<file path="config.mk">
export PLATFORM = sky130hd
export DESIGN_NAME = mtrn_seq_top
export DESIGN_NICKNAME = d
export VERILOG_FILES = /design/src/rtl/mtrn_pkg.sv /design/src/rtl/mtrn_phase_seq.sv /design/src/rtl/mtrn_cal_track.sv /design/src/rtl/mtrn_status_pack.sv /design/src/rtl/mtrn_seq_top.sv
export SDC_FILE = /design/constraint.sdc
export NUM_CORES = 1
export LEC_CHECK = 0
export CAP_MARGIN = 20
export CELL_PAD_IN_SITES_DETAIL_PLACEMENT = 1
export CELL_PAD_IN_SITES_GLOBAL_PLACEMENT = 1
export CORE_AREA = 10 10 73 75
export CTS_CLUSTER_SIZE = 30
export DETAILED_ROUTE_END_ITERATION = 6
export DIE_AREA = 0 0 83 85
export MAX_ROUTING_LAYER = met4
export PLACE_DENSITY = 0.86
export SETUP_SLACK_MARGIN = 0.05
export SYNTH_ARGS = -nofsm -noshare
export SYNTH_HDL_FRONTEND = slang
export SYNTH_HIERARCHICAL = 1
export SYNTH_SLANG_ARGS = --single-unit
</file>
<file path="constraint.sdc">
create_clock -name clk -period 3 [get_ports clk]
set_input_delay 0.45 -clock clk [delete_from_list [all_inputs] [get_ports clk]]
set_output_delay 0.45 -clock clk [all_outputs]
set_load 0.01 [all_outputs]
</file>
<file path="src/rtl/mtrn_pkg.sv">
// Package: shared constants and state type for the training sequencer.
// Assumes the phase count matches the number of non-idle state codes.
package mtrn_pkg;

    localparam int unsigned PHASE_N  = 4;
    localparam int unsigned STATE_W  = $clog2(PHASE_N + 1);
    localparam int unsigned IDX_W    = $clog2(PHASE_N);
    localparam int unsigned CAL_N    = 2;
    localparam int unsigned CAL_ZQ   = 0;
    localparam int unsigned CAL_IMP  = 1;

    // Bit positions in the status word
    localparam int unsigned POS_PASS0 = STATE_W;
    localparam int unsigned POS_ZQ    = POS_PASS0 + PHASE_N;
    localparam int unsigned POS_INIT  = POS_ZQ + 1;
    localparam int unsigned POS_IMP   = POS_INIT + 1;
    localparam int unsigned USED_W    = POS_IMP + 1;

    typedef enum logic [STATE_W-1:0] {
        ST_IDLE  = 3'd0,
        ST_RDDQ  = 3'd1,
        ST_RCVEN = 3'd2,
        ST_WRLVL = 3'd3,
        ST_WRDQ  = 3'd4
    } mtrn_state_e;

endpackage

</file>
<file path="src/rtl/mtrn_phase_seq.sv">
// Module: mtrn_phase_seq
// Walks through the training phases in state-code order. Each phase gets a
// one-cycle start pulse. The walk waits for that phase's done pulse, keeps the
// pass bit and moves on. After the last phase it returns to idle and sets
// the completion flag.
// Assumes: done/pass pulses are one cycle wide. Training commands outside idle
// are dropped. A new command clears pass flags and completion.
module mtrn_phase_seq
    import mtrn_pkg::*;
#(
    parameter int unsigned NPH = PHASE_N
) (
    input  logic              clk,
    input  logic              rst_n,
    input  logic              train_cmd,
    input  logic [NPH-1:0]    phase_done,
    input  logic [NPH-1:0]    phase_pass,
    output mtrn_state_e       state,
    output logic [NPH-1:0]    phase_start,
    output logic [NPH-1:0]    pass_flags,
    output logic              init_cmplt
);

    localparam logic [IDX_W-1:0] LAST_IDX = IDX_W'(NPH - 1);

    logic [IDX_W-1:0] cur_idx;
    logic             cur_done;
    logic             is_idle;

    // Decode the index of the phase that is running now.
    always_comb begin
        is_idle  = (state == ST_IDLE);
        cur_idx  = IDX_W'(state - STATE_W'(1));
        cur_done = !is_idle && phase_done[cur_idx];
    end

    // Sequencer state, start pulses, pass flags and completion.
    always_ff @(posedge clk) begin
        if (!rst_n) begin
            state       <= ST_IDLE;
            phase_start <= '0;
            pass_flags  <= '0;
            init_cmplt  <= 1'b0;
        end else begin
            phase_start <= '0;
            if (is_idle) begin
                if (train_cmd) begin
                    state          <= ST_RDDQ;
                    pass_flags     <= '0;
                    init_cmplt     <= 1'b0;
                    phase_start[0] <= 1'b1;
                end
            end else if (cur_done) begin
                pass_flags[cur_idx] <= phase_pass[cur_idx];
                if (cur_idx == LAST_IDX) begin
                    state      <= ST_IDLE;
                    init_cmplt <= 1'b1;
                end else begin
                    state                    <= mtrn_state_e'(state + STATE_W'(1));
                    phase_start[cur_idx + 1] <= 1'b1;
                end
            end
        end
    end

endmodule

</file>
<file path="src/rtl/mtrn_cal_track.sv">
// Module: mtrn_cal_track
// Tracks one calibration command. An accepted command clears the completion
// flag, sends a one-cycle start pulse and waits for done. Done then sets the
// completion flag.
// Assumes: 'allow' is high only when the parent sequencer is idle. A
// command while waiting is dropped. Stray done pulses are ignored.
module mtrn_cal_track (
    input  logic clk,
    input  logic rst_n,
    input  logic cmd,
    input  logic allow,
    input  logic done,
    output logic start,
    output logic cmplt
);

    logic busy;
    logic accept;

    // Accept a command only when allowed and not already waiting.
    always_comb accept = cmd && allow && !busy;

    // Handshake state and completion flag.
    always_ff @(posedge clk) begin
        if (!rst_n) begin
            busy  <= 1'b0;
            start <= 1'b0;
            cmplt <= 1'b0;
        end else begin
            start <= accept;
            if (accept) begin
                busy  <= 1'b1;
                cmplt <= 1'b0;
            end else if (busy && done) begin
                busy  <= 1'b0;
                cmplt <= 1'b1;
            end
        end
    end

endmodule

</file>
<file path="src/rtl/mtrn_status_pack.sv">
// Module: mtrn_status_pack
// Puts the state code, pass flags and completion flags together into the
// read-only status word. Unused upper bits are zero.
// Assumes: STATUS_W is at least USED_W.
module mtrn_status_pack
    import mtrn_pkg::*;
#(
    parameter int unsigned STATUS_W = 32
) (
    input  mtrn_state_e          state,
    input  logic [PHASE_N-1:0]   pass_flags,
    input  logic                 zq_cmplt,
    input  logic                 init_cmplt,
    input  logic                 imp_cmplt,
    output logic [STATUS_W-1:0]  word
);

    // Place each field at its fixed position.
    always_comb begin
        word                              = '0;
        word[STATE_W-1:0]                 = state;
        word[POS_PASS0 +: PHASE_N]        = pass_flags;
        word[POS_ZQ]                      = zq_cmplt;
        word[POS_INIT]                    = init_cmplt;
        word[POS_IMP]                     = imp_cmplt;
    end

endmodule

</file>
<file path="src/rtl/mtrn_seq_top.sv">
// Module: mtrn_seq_top
// Top of the training sequencer. It holds the phase walker and one
// tracker for each calibration command, and builds the status word.
// Assumes: all strobes are synchronous to clk. Reset is synchronous and active low.
module mtrn_seq_top
    import mtrn_pkg::*;
#(
    parameter int unsigned STATUS_W = 32
) (
    input  logic                 clk,
    input  logic                 rst_n,
    input  logic                 train_cmd,
    input  logic                 zq_cmd,
    input  logic                 imp_cmd,
    output logic [PHASE_N-1:0]   phase_start,
    input  logic [PHASE_N-1:0]   phase_done,
    input  logic [PHASE_N-1:0]   phase_pass,
    output logic                 zq_start,
    input  logic                 zq_done,
    output logic                 imp_start,
    input  logic                 imp_done,
    output logic [STATUS_W-1:0]  status_word
);

    mtrn_state_e         state;
    logic [PHASE_N-1:0]  pass_flags;
    logic                init_cmplt;
    logic                seq_idle;
    logic [CAL_N-1:0]    cal_cmd;
    logic [CAL_N-1:0]    cal_done;
    logic [CAL_N-1:0]    cal_start;
    logic [CAL_N-1:0]    cal_cmplt;

    mtrn_phase_seq #(.NPH(PHASE_N)) u_seq (
        .clk         (clk),
        .rst_n       (rst_n),
        .train_cmd   (train_cmd),
        .phase_done  (phase_done),
        .phase_pass  (phase_pass),
        .state       (state),
        .phase_start (phase_start),
        .pass_flags  (pass_flags),
        .init_cmplt  (init_cmplt)
    );

    // Calibration commands are gated on the idle state.
    always_comb begin
        seq_idle          = (state == ST_IDLE);
        cal_cmd           = '0;
        cal_done          = '0;
        cal_cmd[CAL_ZQ]   = zq_cmd;
        cal_cmd[CAL_IMP]  = imp_cmd;
        cal_done[CAL_ZQ]  = zq_done;
        cal_done[CAL_IMP] = imp_done;
        zq_start          = cal_start[CAL_ZQ];
        imp_start         = cal_start[CAL_IMP];
    end

    for (genvar g = 0; g < CAL_N; g++) begin : g_cal
        mtrn_cal_track u_cal (
            .clk   (clk),
            .rst_n (rst_n),
            .cmd   (cal_cmd[g]),
            .allow (seq_idle),
            .done  (cal_done[g]),
            .start (cal_start[g]),
            .cmplt (cal_cmplt[g])
        );
    end

    mtrn_status_pack #(.STATUS_W(STATUS_W)) u_pack (
        .state      (state),
        .pass_flags (pass_flags),
        .zq_cmplt   (cal_cmplt[CAL_ZQ]),
        .init_cmplt (init_cmplt),
        .imp_cmplt  (cal_cmplt[CAL_IMP]),
        .word       (status_word)
    );

endmodule

</file>
==> flow_metrics.env <==
export IMPL_synth_seq_area_share_pct=29.8
export IMPL_synthFlopType="dfxtp_1"
export IMPL_cts_root_buffer_cell="clkbuf_8"
export IMPL_cp_end_kind="flip-flop"
export IMPL_dp_slack_ps=819
export IMPL_synth_compound_area_share_pct=11.4
export IMPL_drcViolationCount=0
export IMPL_n_antenna_cell=0
export IMPL_min_path_type="reg -> reg"
export IMPL_vias=935
export IMPL_gp_congestion=0.868
export IMPL_worstPathRequired_ps=3140
export IMPL_syn_area_um2=1210
export IMPL_outcome="finished, final reports clean"
export IMPL_wl_per_cell_um=14.9
export IMPL_postCtsSetupBuffers=0
export IMPL_power_switching_mw=0.458
export IMPL_hpwlAfterDp_um=2560
export IMPL_start_util_pct=30.9
export IMPL_synth_edf_count=0
export IMPL_avgSynthCellArea_um2=9.11
export IMPL_avgViaCountPerCell=4.58
export IMPL_io_pins=53
export IMPL_ctsHoldBuffers=0
export IMPL_clkSinkCount=18
export IMPL_fin_worst_skew_ps=1.27
export IMPL_cp_max_fo=14
export IMPL_core_area_um2=3910
export IMPL_setup_viol=0
export IMPL_synth_seq_cells=18
export IMPL_async_flop_share_pct=0
export IMPL_crit_type="reg -> reg"
export IMPL_finalHoldViolations=0
export IMPL_drive_gt1_share_pct=10.4
export IMPL_chipWidth_um=83
export IMPL_die_h_um=85
export IMPL_drtPass1Iterations=3
export IMPL_rows=23
export IMPL_cts_reportedPaths_clkPinSlew_ps=70
export IMPL_drv_cap=0
export IMPL_synthSimpleGateAreaFrac_pct=21.2
export IMPL_antenna_found_initial=0
export IMPL_syn2layout_area_growth_pct=20.6
export IMPL_synth_xor_area_share_pct=0
export IMPL_p_comb_share_pct=54.7
export IMPL_worst_setup_path_start_kind="flip-flop"
export IMPL_grt_pass1_wl_um=4970
export IMPL_hold_slack_ps=452
export IMPL_num_fill_cells=479
export IMPL_grt_pass1_vias=1044
export IMPL_cpPeakStageDelay_ps=450
export IMPL_wl_um=3040
export IMPL_power_density_nw_per_um2=755
export IMPL_period_share_pct=72.9
export IMPL_ir_drop_uv=215
export IMPL_cts_resized=0
export IMPL_rsz0062_at_grt="false"
export IMPL_path_cells="buf_4 > inv_1 > ha_1 > mux2_2 > and2_2 > o2111ai_1 > a21oi_1"
export IMPL_nets=178
export IMPL_muxShareOfSynthArea_pct=5.89
export IMPL_slew_violations=0
export IMPL_synth_top_family_by_area="buffers and inverters"
export IMPL_drtIter0Drc=62
export IMPL_switching_share_pct=41.6
export IMPL_clock_power_share_pct=17.8
export IMPL_final_setup_worst_slack_ps=814
export IMPL_grt_max_degree=15
export IMPL_synth_distinct_cells=36
export IMPL_final_antenna_net_count=0
export IMPL_internal_power_mw=0.644
export IMPL_tritoncts="done"
export IMPL_grt_overflow_total=0
export IMPL_clock_latency_ps=250
export IMPL_synth_cells=133
export IMPL_p_leak_nw=0.591
export IMPL_clk_path_buf_depth=2
export IMPL_synth_fa_ha_area_share_pct=8.26
export IMPL_fmax_mhz=458
export IMPL_portBuffers=30
export IMPL_finalCriticalPeriod_ps=2190
export IMPL_numCtsBuffers=3
export IMPL_setup_tns_ps=0
export IMPL_fp_dieArea_um2=7060
export IMPL_htreeDepth=1
export IMPL_track_usage_pct=8.56
export IMPL_crit_slowest_cell="ha_1"
export IMPL_arrival_ps=2320
export IMPL_ys_warnings_count=6
export IMPL_pwr_share_seq_pct=27.5
[path summary, 6_finish.rpt]
path                                     start                                 to  slack, ps  depth (start not counted)
max                u_seq/state[0]$_SDFFE_PN0P_   u_seq/pass_flags[1]$_SDFFE_PN0P_        810                          7
min          g_cal[0].u_cal/cmplt$_SDFFE_PP0P_  g_cal[0].u_cal/cmplt$_SDFFE_PP0P_        450                          2
max reg2reg        u_seq/state[0]$_SDFFE_PN0P_   u_seq/pass_flags[1]$_SDFFE_PN0P_        810                          7
min reg2reg  g_cal[0].u_cal/cmplt$_SDFFE_PP0P_  g_cal[0].u_cal/cmplt$_SDFFE_PP0P_        450                          2
[sequential cells by signal (all words and copies together) (netlist names)]
signal	count
g_cal.u_cal/busy	2
g_cal.u_cal/cmplt	2
g_cal.u_cal/start	2
u_seq/init_cmplt	1
u_seq/pass_flags	4
u_seq/phase_start	4
u_seq/state	3
[critical path: cells and delay by family, from the launching register on]
kind	cells	cell delay, ps
compound gates	2	280
fa+ha+maj	1	450
buf+inv	2	390
flops	1	310
mux	1	410
simple gates	1	240
[placed cells by master, fill, tap and decap left out, types with 2 or more instances in the layout]
cell	n
nor2b_1	3
o21a_1	2
buf_4	2
and2_1	5
and3b_1	2
dfxtp_1	18
nor2_1	2
mux2_2	2
o21ai_1	2
nand2_1	4
inv_1	5
o2111ai_1	3
clkbuf_8	4
o21ai_0	3
nand3_1	7
conb_1	22
a21oi_1	4
ha_1	8
nand4_1	10
clkdlybuf4s50_1	30
[logic make-up after synthesis]
kind of cell / after synthesis
AOI/OAI and AO/OA: 20
adders and majority gates: 8
buffers and inverters: 41
DFF: 18
muxes: 4
other: 1
and+or+nand+nor: 41
[cells in the mapped netlist (2+ instances only)]
| cell type | number | share of area [%] |
|---|---|---|
| ha_1 | 8 | 8.3 |
| dfxtp_1 | 18 | 30 |
| nor2b_1 | 3 | 1.5 |
| nand2_1 | 4 | 1.2 |
| a21oi_1 | 4 | 1.7 |
| inv_1 | 5 | 1.5 |
| buf_4 | 32 | 20 |
| and2_1 | 5 | 2.6 |
| nand3_1 | 7 | 2.9 |
| o21a_1 | 2 | 1.2 |
| o2111ai_1 | 3 | 2.2 |
| clkbuf_1 | 3 | 0.93 |
| mux2_2 | 2 | 1.9 |
| o21ai_1 | 2 | 0.83 |
| nand4_1 | 10 | 5.2 |
| and3b_1 | 2 | 1.4 |
| nor2_1 | 2 | 0.62 |
| o21ai_0 | 3 | 1.2 |
[power by group through the flow]
stage | Clock, mW | Sequential [mW] | Combinational [mW]
6_report | 0.196 | 0.303 | 0.603
5_1_grt | 0.215 | 0.310 | 0.672
4_1_cts | 0.202 | 0.305 | 0.606
3_5_place_dp | 0 | 0.310 | 0.600
3_3_place_gp | 0 | 0.305 | 0.570
2_1_floorplan | 0 | 0.318 | 0.460
[per-stage QoR]
step / total power, mW / cell area (um^2) / instances / util (%)
floorplan: 0.778 / 1290 / 154 / -
global placement: 0.875 / 1410 / 200 / 35.9
detailed placement: 0.910 / 1410 / 200 / 35.9
CTS: 1.11 / 1460 / 204 / 37.3
global route: 1.20 / 1460 / 204 / 37.3
finish: 1.10 / 1460 / 204 / 37.3
[metal layers]
| layer | routed length [um] | global-route usage (%) | vias to the layer above |
|---|---|---|---|
| met3 | 116 | 1.91 | 2 |
| met5 | 0 | - | - |
| met4 | 36 | 4.18 | 0 |
| met1 | 1340 | 8.88 | 446 |
| li1 | - | - | 454 |
| met2 | 1550 | 15.0 | 33 |
[cell type report]
type                    count  area, um^2  share of cell area (%)
repair buffers             32         315                    21.6
flip-flops and latches     18         360                    24.7
clock buffers               4        55.1                    3.77
well taps                  50        62.6                    4.28
multi-input cells          95         648                    44.4
inverters                   5        18.8                    1.29
Power figures use the tool's default switching activity.
